===== src/rtl/codec_loop_sel.sv =====
module codec_loop_sel #(
  parameter int W = 8,
  parameter logic [W-1:0] IDLE = 8'hD5
) (
  input  logic         clk,
  input  logic         rst_n,
  input  logic         fsync,
  input  logic         standby,
  input  logic [2:0]   mode_req,
  input  logic [W-1:0] pcm_rx_i,
  output logic [W-1:0] pcm_tx_o,
  output logic [W-1:0] dsp_rx_o,
  input  logic [W-1:0] dsp_rx_i,
  output logic [W-1:0] dsp_tx_o,
  input  logic [W-1:0] dsp_tx_i,
  output logic [W-1:0] cnv_rx_o,
  input  logic [W-1:0] cnv_tx_i,
  output logic         conv_loop_o
);
  localparam logic [2:0] M_NORM = 3'd0;
  localparam logic [2:0] M_PCM  = 3'd1;
  localparam logic [2:0] M_DIG  = 3'd2;
  localparam logic [2:0] M_CONV = 3'd3;
  localparam logic [2:0] M_ADS  = 3'd4;
  localparam logic [2:0] M_LINE = 3'd5;

  logic [2:0] mode_q;
  wire  [2:0] mode_ok = (mode_req > M_LINE) ? M_NORM : mode_req;

  always_ff @(posedge clk or negedge rst_n)
    if (!rst_n)     mode_q <= M_NORM;
    else if (fsync) mode_q <= mode_ok;

  assign dsp_rx_o    = (mode_q == M_LINE) ? dsp_tx_i : pcm_rx_i;
  assign dsp_tx_o    = (mode_q == M_DIG)  ? dsp_rx_i : cnv_tx_i;
  assign pcm_tx_o    = standby ? IDLE : (mode_q == M_PCM) ? pcm_rx_i : dsp_tx_i;
  assign cnv_rx_o    = standby ? IDLE : (mode_q == M_ADS) ? cnv_tx_i : dsp_rx_i;
  assign conv_loop_o = !standby && (mode_q == M_CONV);

  assert_frame_hold_R9: assert property (@(posedge clk) disable iff (!rst_n)
    !fsync |=> $stable(mode_q));
  assert_legal_mode_R8: assert property (@(posedge clk) disable iff (!rst_n)
    mode_q <= M_LINE);
  assert_standby_idle_R10: assert property (@(posedge clk) disable iff (!rst_n)
    standby |-> (pcm_tx_o == IDLE && cnv_rx_o == IDLE && !conv_loop_o));
  assert_pcm_loop_R3: assert property (@(posedge clk) disable iff (!rst_n)
    (!standby && mode_q == M_PCM) |-> pcm_tx_o == pcm_rx_i);
  assert_ads_loop_R6: assert property (@(posedge clk) disable iff (!rst_n)
    (!standby && mode_q == M_ADS) |-> cnv_rx_o == cnv_tx_i);
  assert_one_loop_R5: assert property (@(posedge clk) disable iff (!rst_n)
    conv_loop_o |-> (dsp_tx_o == cnv_tx_i && dsp_rx_o == pcm_rx_i));
endmodule


===== config.mk =====
export PLATFORM = sky130hd
export DESIGN_NAME = codec_loop_sel
export DESIGN_NICKNAME = d
export VERILOG_FILES = /design/src/rtl/codec_loop_sel.sv
export SDC_FILE = /design/constraint.sdc
export NUM_CORES = 1
export LEC_CHECK = 0
export ABC_CLOCK_PERIOD_IN_PS = 1800
export CAP_MARGIN = 10
export CORE_ASPECT_RATIO = 1.5
export CORE_MARGIN = 2
export CORE_UTILIZATION = 29
export DETAILED_ROUTE_END_ITERATION = 6
export PLACE_DENSITY_LB_ADDON = 0.2
export REMOVE_ABC_BUFFERS = 1
export SLEW_MARGIN = 0
export SYNTH_ARGS = -nofsm -noshare
export SYNTH_HDL_FRONTEND = slang
export SYNTH_SLANG_ARGS = --single-unit

===== constraint.sdc =====
create_clock -name clk -period 1.8 [get_ports clk]
set_input_delay 0.36 -clock clk [delete_from_list [all_inputs] [get_ports clk]]
set_output_delay 0.36 -clock clk [all_outputs]
set_load 0.05 [all_outputs]

==> summary.log <==
qor: clock_network.h_tree_lvl_count 1
qor: finish.top_register_by_number_of_flip_flops mode_q
qor: finish.final_cell_mix 37 x sky130_fd_sc_hd__clkdlybuf4s50_1, 29 x sky130_fd_sc_hd__buf_12, 20 x sky130_fd_sc_hd__nor2_1, 16 x sky130_fd_sc_hd__mux2i_4, 16 x sky130_fd_sc_hd__mux2_4
qor: hold_path.holdCritPathClass input pin to asynchronous set/reset pin
qor: timing.fin_crit 2.065 ns
qor: place.placedInstanceArea 1710 sq um
qor: clock_network.postCtsHoldBufs 0
qor: synth.cell_count_after_synthesis 85
qor: route.drt_iter0_markers 58
qor: finish.drive_above_1_share 0.5273
qor: setup_path.crit_path_start_kind flip-flop
qor: setup_path.required_time_worst_endpoint 1.44 ns
qor: synth.post_synth_instance_area 696.9 sq um
qor: place.final_replace_weighted_congestion 0.7312
qor: floorplanning.floorplan.die_area 2819 sq um
qor: finish.final_common_cell sky130_fd_sc_hd__clkdlybuf4s50_1
qor: route.drt_pre_antenna_iters 4
qor: timing.worst_slack -0.2649 ns
qor: clock_network.path_clk_slew 0.06 ns
qor: timing.final-max-slew-violation-count 0
qor: finish.postLayoutCellArea 2181 sq um
qor: global_routing.grt_max_degree 18
qor: setup_path.arrival 1.70 ns
qor: route.final_antenna_net_count 0
qor: setup_path.worstSetupEndpointType output pin
qor: finish.final_cells 188
qor: timing.max_freq 484.3 MHz
qor: timing.final_hold_viol_count 0
qor: finish.antennaDiodeCount 0
qor: place.dpl.hpwl 2.149 mm
qor: synth.yosysUniqueCellTypes 15
qor: floorplanning.die_h 64.04 um
qor: place.numPortBuffers 71
qor: run_status.violations_in_the_final_reports negative setup slack
qor: synth.postSynthAreaPerCell 8.199 sq um
qor: floorplanning.initial_utilization 0.3084
qor: job.maxCapViolations 0
qor: route.post_drt_wl_per_cell 30.43 um
qor: finish.post-route-util 0.9651
qor: floorplanning.die-width 44.03 um
qor: power_and_ir_drop.static-leakage-power 0.9000 nW
qor: clock_network.worst_skew_pair.late_latency 0.24 ns
qor: synth.synth.yosys.seq_area_share 0.1077
qor: setup_path.worst-path-max-fanout 8
qor: synth.synth.yosys.warnings 0
qor: global_routing.initial_antenna_violation_count 0
qor: timing.setup_viol 33
qor: clock_network.cts-buffers-inserted 3
qor: route.num_vias 1145
qor: synth.synthesized_flop_and_latch_total 3
qor: place.place_inst 180
qor: timing.worst_hold_slack 0.3155 ns
qor: finish.largest_register_ff_count 3
qor: global_routing.global_route_total_overflow 0
qor: floorplanning.core-area 2260 sq um
qor: global_routing.via_count_of_the_first_global_routing_pass 1211
qor: route.remaining_drc_errors 0
qor: route.totalWireLength 5.720 mm
qor: global_routing.grt_pass1_wl 6.969 mm
qor: clock_network.clock-sinks 3
qor: clock_network.tritoncts yes
qor: setup_path.timing.setup.critical_path_class flip-flop to output pin
qor: timing.remaining_max_slew_budget_at_the_tightest_pin 0.7775
qor: place.dpl_worst_slack -0.1544 ns
qor: power_and_ir_drop.power-per-cell-area 542.0 nW/um^2
qor: finish.synthToLayoutAreaGrowth 212.9%
qor: power_and_ir_drop.worst_ir_drop_on_vdd 595.4 uV
qor: floorplanning.num_io_pins 72
qor: run_status.status finished with violations
qor: clock_network.cts_root_buffer sky130_fd_sc_hd__clkbuf_4
qor: clock_network.cts_max_path_buffers 2
qor: route.post_drt_via_cell_ratio 6.090
qor: finish.final_net_count 205
qor: timing.clock-skew-final 0 ns
qor: timing.post-route-period-util 1.147
qor: floorplanning.placement_rows 21
qor: timing.worst_slew_pin_slew 0.3303 ns
qor: finish.largest_registers mode_q (3)
qor: global_routing.globalRouteTotalUtil 0.3535
qor: timing.rsz0062_at_grt yes
==> Yosys cell counts <==
library cell,number,area [sq um]
sky130_fd_sc_hd__dfrtp_1,3,75.07
sky130_fd_sc_hd__nor3b_4,1,18.77
sky130_fd_sc_hd__buf_4,2,15.01
sky130_fd_sc_hd__nor3b_1,2,15.01
sky130_fd_sc_hd__nand3b_1,2,15.01
sky130_fd_sc_hd__a21boi_0,1,7.510
sky130_fd_sc_hd__inv_1,2,7.510
sky130_fd_sc_hd__nand3b_2,1,11.26
sky130_fd_sc_hd__mux2_2,17,191.4
sky130_fd_sc_hd__clkbuf_1,3,11.26
sky130_fd_sc_hd__nand2b_1,12,75.07
sky130_fd_sc_hd__nor4b_1,1,8.760
sky130_fd_sc_hd__mux2i_1,16,160.2
sky130_fd_sc_hd__nor2_1,20,75.07
sky130_fd_sc_hd__o21ai_0,2,10.01
==> where the power goes <==
| part | total (W) | switching (W) | internal [W] |
|---|---|---|---|
| Sequential | 0.0000930 | 0.0000180 | 0.0000749 |
| Clock | 0.000143 | 0.0000582 | 0.0000845 |
| Combinational | 0.000946 | 0.000470 | 0.000476 |
| Total | 0.00118 | 0.000546 | 0.000636 |
==> what timing repair did <==
action                                  in CTS  in global routing
cloned                                       1                  0
pin swaps                                    4                  2
gates resized for setup                     67                 14
buffers inserted                             3                  0
endpoints found under the setup margin      33                 33
==> worst max-delay path, stage by stage (launching register included) <==
cell and delay, ns:
sky130_fd_sc_hd__dfrtp_2 0.48, sky130_fd_sc_hd__nor3b_4 0.28, sky130_fd_sc_hd__buf_12 0.22, sky130_fd_sc_hd__mux2i_4 0.29, sky130_fd_sc_hd__buf_12 0.17
==> layout make-up <==
type | count | area, sq um
Timing Repair Buffer | 81 | 1154
Multi-Input combinational cell | 75 | 885.9
Tap cell | 23 | 28.78
Sequential cell | 3 | 78.83
Fill cell | 42 | 78.83
Inverter | 2 | 7.507
Clock buffer | 4 | 26.28
==> through the flow <==
step	setup TNS [ns]	total power, W
2_1_floorplan	-15.37	0.0004251
3_3_place_gp	-1.467	0.0007902
3_5_place_dp	-1.804	0.0007996
4_1_cts	-3.924	0.001082
5_1_grt	-7.016	0.001207
6_report	-6.247	0.001182
==> path summary, 6_finish.rpt <==
| check | start | end | slack [ns] | cells past startpoint |
|---|---|---|---|---|
| setup / recovery | mode_q[1]$_DFFE_PN0P_ | pcm_tx_o[6] | -0.26 | 4 |
| min in group clk | mode_q[0]$_DFFE_PN0P_ | mode_q[0]$_DFFE_PN0P_ | 0.78 | 2 |
| max in group asynchronous | rst_n | mode_q[2]$_DFFE_PN0P_ | 1.24 | 1 |
| hold reg to reg | mode_q[0]$_DFFE_PN0P_ | mode_q[0]$_DFFE_PN0P_ | 0.78 | 2 |
| setup reg to reg | mode_q[1]$_DFFE_PN0P_ | mode_q[1]$_DFFE_PN0P_ | 0.67 | 3 |
| hold / removal | rst_n | mode_q[1]$_DFFE_PN0P_ | 0.32 | 1 |
==> cell families after synthesis <==
family | count (synthesis) | share of synthesized area
buffers and inverters | 7 | 0.04847
AND/OR/NAND/NOR | 39 | 0.3142
multiplexers | 33 | 0.5045
AO/OA/AOI/OAI | 3 | 0.02514
flip-flops | 3 | 0.1077
==> per-layer routing <==
| layer | wire [um] | share of wire | GRT usage | up-vias |
|---|---|---|---|---|
| li1 | - | - | - | 462 |
| met1 | 1777 | 0.31 | 0.3374 | 541 |
| met2 | 2996 | 0.52 | 0.6526 | 106 |
| met3 | 472 | 0.083 | 0.08757 | 36 |
| met4 | 474 | 0.083 | 0.1894 | 0 |
| met5 | 0 | 0 | 0 | - |
(Power assumes the default switching activity.)
